<file path="src/rtl/spk_pkg.sv">
package spk_pkg;

  localparam int unsigned INSTR_W   = 32;
  localparam int unsigned OPC_LSB   = 0;
  localparam int unsigned OPC_W     = 7;
  localparam int unsigned RD_LSB    = 7;
  localparam int unsigned F3_LSB    = 12;
  localparam int unsigned F3_W      = 3;
  localparam int unsigned RS1_LSB   = 15;
  localparam int unsigned RS2_LSB   = 20;
  localparam int unsigned FIELD_W   = 5;

  typedef enum logic [F3_W-1:0] {
    OP_ROR_ADD = 3'b000,
    OP_ROL_XOR = 3'b001
  } spk_op_e;

endpackage

</file>
<file path="src/rtl/spk_rotator.sv">
module spk_rotator #(
  parameter int unsigned W      = 32,
  parameter int unsigned AMT    = 8,
  parameter bit          TO_LEFT = 1'b0
) (
  input  logic [W-1:0] din,
  output logic [W-1:0] dout
);

  localparam int unsigned SH = AMT % W;

  generate
    if (SH == 0) begin : g_pass
      assign dout = din;
    end else if (TO_LEFT) begin : g_left
      assign dout = {din[W-SH-1:0], din[W-1:W-SH]};
    end else begin : g_right
      assign dout = {din[SH-1:0], din[W-1:SH]};
    end
  endgenerate

endmodule

</file>
<file path="src/rtl/spk_decode.sv">
module spk_decode
  import spk_pkg::*;
#(
  parameter int unsigned        REG_W  = 4,
  parameter logic [OPC_W-1:0]   OPCODE = 7'h0B
) (
  input  logic [INSTR_W-1:0] instr,
  output logic               hit,
  output spk_op_e            op_sel,
  output logic [REG_W-1:0]   rd_idx,
  output logic               bad_reg,
  output logic               wr_en
);

  logic [F3_W-1:0] f3;
  logic            opc_ok;
  logic            f3_ok;
  logic            hi_bits;

  assign f3     = instr[F3_LSB +: F3_W];
  assign opc_ok = (instr[OPC_LSB +: OPC_W] == OPCODE);
  assign rd_idx = instr[RD_LSB +: REG_W];

  always_comb begin
    f3_ok  = 1'b0;
    op_sel = OP_ROR_ADD;
    case (f3)
      OP_ROR_ADD: begin f3_ok = 1'b1; op_sel = OP_ROR_ADD; end
      OP_ROL_XOR: begin f3_ok = 1'b1; op_sel = OP_ROL_XOR; end
      default:    begin f3_ok = 1'b0; op_sel = OP_ROR_ADD; end
    endcase
  end

  generate
    if (REG_W < FIELD_W) begin : g_narrow
      assign hi_bits = (|instr[RD_LSB  + REG_W +: FIELD_W-REG_W])
                     | (|instr[RS1_LSB + REG_W +: FIELD_W-REG_W])
                     | (|instr[RS2_LSB + REG_W +: FIELD_W-REG_W]);
    end else begin : g_full
      assign hi_bits = 1'b0;
    end
  endgenerate

  assign hit     = opc_ok & f3_ok;
  assign bad_reg = hit & hi_bits;
  assign wr_en   = hit & ~hi_bits & (|rd_idx);

  logic unused_fields;
  assign unused_fields = ^{instr[31:25], instr[RS1_LSB +: REG_W], instr[RS2_LSB +: REG_W]};

endmodule

</file>
<file path="src/rtl/spk_datapath.sv">
module spk_datapath
  import spk_pkg::*;
#(
  parameter int unsigned W       = 32,
  parameter int unsigned ROR_AMT = 8,
  parameter int unsigned ROL_AMT = 3
) (
  input  logic [W-1:0] a,
  input  logic [W-1:0] b,
  input  spk_op_e      op_sel,
  input  logic         hit,
  output logic [W-1:0] res
);

  logic [W-1:0] a_ror;
  logic [W-1:0] a_rol;
  logic [W-1:0] sum_v;
  logic [W-1:0] xor_v;

  spk_rotator #(.W(W), .AMT(ROR_AMT), .TO_LEFT(1'b0)) u_ror (.din(a), .dout(a_ror));
  spk_rotator #(.W(W), .AMT(ROL_AMT), .TO_LEFT(1'b1)) u_rol (.din(a), .dout(a_rol));

  assign sum_v = a_ror + b;
  assign xor_v = a_rol ^ b;

  always_comb begin
    res = '0;
    if (hit) begin
      res = (op_sel == OP_ROL_XOR) ? xor_v : sum_v;
    end
  end

endmodule

</file>
<file path="src/rtl/spk_exec.sv">
module spk_exec
  import spk_pkg::*;
#(
  parameter int unsigned      XLEN    = 32,
  parameter int unsigned      REG_W   = 4,
  parameter int unsigned      ROR_AMT = 8,
  parameter int unsigned      ROL_AMT = 3,
  parameter logic [6:0]       OPCODE  = 7'h0B
) (
  input  logic [31:0]      instr_i,
  input  logic [XLEN-1:0]  src_a_i,
  input  logic [XLEN-1:0]  src_b_i,
  output logic             hit_o,
  output logic [XLEN-1:0]  result_o,
  output logic [REG_W-1:0] rd_idx_o,
  output logic             wr_en_o,
  output logic             bad_reg_o
);

  spk_op_e op_sel;

  spk_decode #(.REG_W(REG_W), .OPCODE(OPCODE)) u_dec (
    .instr   (instr_i),
    .hit     (hit_o),
    .op_sel  (op_sel),
    .rd_idx  (rd_idx_o),
    .bad_reg (bad_reg_o),
    .wr_en   (wr_en_o)
  );

  spk_datapath #(.W(XLEN), .ROR_AMT(ROR_AMT), .ROL_AMT(ROL_AMT)) u_dp (
    .a      (src_a_i),
    .b      (src_b_i),
    .op_sel (op_sel),
    .hit    (hit_o),
    .res    (result_o)
  );

endmodule

</file>
<file path="config.mk">
export PLATFORM = sky130hd
export DESIGN_NAME = spk_exec
export DESIGN_NICKNAME = d
export VERILOG_FILES = /design/src/rtl/spk_pkg.sv /design/src/rtl/spk_rotator.sv /design/src/rtl/spk_decode.sv /design/src/rtl/spk_datapath.sv /design/src/rtl/spk_exec.sv
export SDC_FILE = /design/constraint.sdc
export NUM_CORES = 1
export LEC_CHECK = 0
export ABC_AREA = 0
export BUFFER_PORTS_ARGS = -buffer_cell sky130_fd_sc_hd__buf_2
export CAP_MARGIN = 5
export CORE_ASPECT_RATIO = 1.4
export CORE_MARGIN = 10
export CORE_UTILIZATION = 35
export DETAILED_ROUTE_END_ITERATION = 8
export GPL_ROUTABILITY_DRIVEN = 1
export SLEW_MARGIN = 20
export SYNTH_ARGS = -nofsm -noshare
export SYNTH_HDL_FRONTEND = slang
export SYNTH_SLANG_ARGS = --single-unit
export TNS_END_PERCENT = 50
</file>
<file path="constraint.sdc">
create_clock -name vclk -period 7.65
set_input_delay 0.765 -clock vclk [all_inputs]
set_output_delay 0.765 -clock vclk [all_outputs]
set_load 0.01 [all_outputs]
</file>
==> reports/metrics.cfg <==
[critical_path]
cp.arrival_ns = 3.76
crit_buf_inv = 3
slowest_stage = a2111oi_2
cp-start-kind = primary input
path_max_fanout = 3
cp.required_ns = 6.88
crit_path_max_incr_delay_ns = 0.42
cp-end-kind = output port
critPathLaunch = src_a_i[8]
crit_type = primary input to output port
crit_family = compound AO/OA/AOI/OAI gates
worstPathCellList = buf_2 -> ha_1 -> inv_1 -> fa_1 -> nor2b_1 -> o21bai_1 -> a2111oi_2 -> o311a_1 -> o211ai_1 -> a21oi_1 -> a221oi_1 -> xor2_1 -> o31ai_1 -> buf_2
path_common_cell = buf_2

[cells_and_area]
flops_and_latches = 0
diodes = 0
n_fill_cell = 795
seqCellArea_sq_um = 0
num-nets-final = 600
post-route-util_pct = 44.4
drive_gt1_share_pct = 30.0
final_area_sq_mm = 0.00314
area_delta_synth_final_pct = 21.8
instances_no_fill = 565
nClkBuffers = 0

[drt]
routedWlPerCell_um = 16.7
viasPerCell = 5.37
wl_met2_um = 5360
wl_met1_um = 3570
first_pass_iters = 5
dr_total_vias = 3033
antenna_left = 0
highest_layer = met4
drc_errors = 0
drt_iter0_markers = 107
wl_met3_um = 366
routed_wl_um = 9460

[placed_design]
post_dp_cell_area_sq_mm = 0.00314
dp_cells = 565
gp_congestion = 0.857
dpl.hpwl_um = 8220
port_buffers = 120

[synthesis]
synth_cells = 374
avgSynthCellArea_sq_um = 6.88
ys_seq_area_share_pct = 0
synth.distinct_cells = 59
yosys_warnings = 0
synth_area_sq_mm = 0.00257
synth_nets = 502

[global_route]
grt_pass1_vias = 3130
grt_max_degree = 49
grt_pass1_wl_um = 14800
overflow = 0
grtUsageTotal_pct = 15.6
antenna_found_initial = 0

[timing]
tightest_slew_ns = 0.827
fin_tns_setup_ns = 0
finalHoldViolations = 0
setup_violations = 0
finalCriticalPeriod_ns = 4.53
fmax_mhz = 221
slew_headroom_pct = 44.9
min_period_over_period_pct = 59.2
rsz0062_at_grt = no
drv_slew = 0

[clocking]
postCtsSetupBuffers = 0
post_cts_resized = 0
ctsHoldBuffers = 0

[floorplan]
fp.dieW_um = 92.5
ios = 135
initial_core_util_pct = 36.4
core_sq_mm = 0.00707
die_height_um = 121
num_rows = 36
die_area_sq_mm = 0.0112

[pwr]
leakage_uw = 0.00159
ir_drop_mv = 0.0280
power_density_mw_per_mm2 = 70.9

[hold_path]
hp-start = instr_i[7]
min_path_type = primary input to output port

[flow_run]
maxCapViolations = 0

[run_status]
outcome = complete, no violations

layout make-up:
class                           instances  area [sq um]  area share, %
Tap cell                               95           119           3.79
Timing Repair Buffer                  122           616           19.6
Multi-Input combinational cell        340          2370           75.6
Inverter                                8          30.0          0.957
cell usage after synthesis (all sizes together), types with 10 or more instances:
cell	number	area share [%]
xnor2	33	11
xor2	26	8.8
nand2	19	2.9
a21o	17	5.0
nor3	10	2.1
ha	31	15
a211oi	13	4.2
a21oi	42	8.2
nor2	57	8.3
o21ai	13	2.5
buf	15	5.2
clkbuf	11	1.7
metal layers:
metal | vias to the layer above | track usage, %
li1 | 1549 | -
met1 | 1408 | 15.9
met2 | 64 | 32.6
met3 | 12 | 1.67
met4 | 0 | 2.71
met5 | - | 0
path summary, 6_finish.rpt:
path      endpoint  slack (ns)  depth (start not counted)
max   result_o[30]        3.12                         14
min    rd_idx_o[0]        1.74                          2
kinds of logic after synthesis:
group	share of synthesized area, %
xor gates and xnor gates	20.1
AOI/OAI and AO/OA	31.0
muxes	0.777
and+or+nand+nor	24.2
adders and majority gates	15.8
buffers and inverters	8.07
power breakdown:
group	switching, uW	internal, uW
logic	121	101
registers	0	0
clock network	0	0
total	121	101
layout by cell type (no fill, tap or decap), types with 3 or more instances in the layout:
cell type  netlist  routed
a211oi_1        11      11
a21o_1          16      16
a21oi_1         42      42
a221oi_1         3       3
a31oi_1          7       7
and3_1           3       3
buf_2            1     120
ha_1            31      31
inv_1            8       8
nand2_1         18      18
nand2b_1         5       5
nand3_1          5       5
nand4_1          7       7
nor2_1          57      57
nor2b_1          6       6
nor3_1           9       8
o21ai_0         11      11
o31ai_1          3       3
or2_2            3       3
xnor2_1         33      33
xor2_1          26      26
stage by stage:
stage	setup slack, ns	total power, uW	hold WS (ns)
after CTS	3.08	223	1.75
after detailed placement	3.12	221	1.75
final	3.12	222	1.74
after global placement	3.13	220	1.75
after global routing	2.85	247	1.75
after floorplan	3.75	166	1.62
Power figures use the tool's default switching activity.
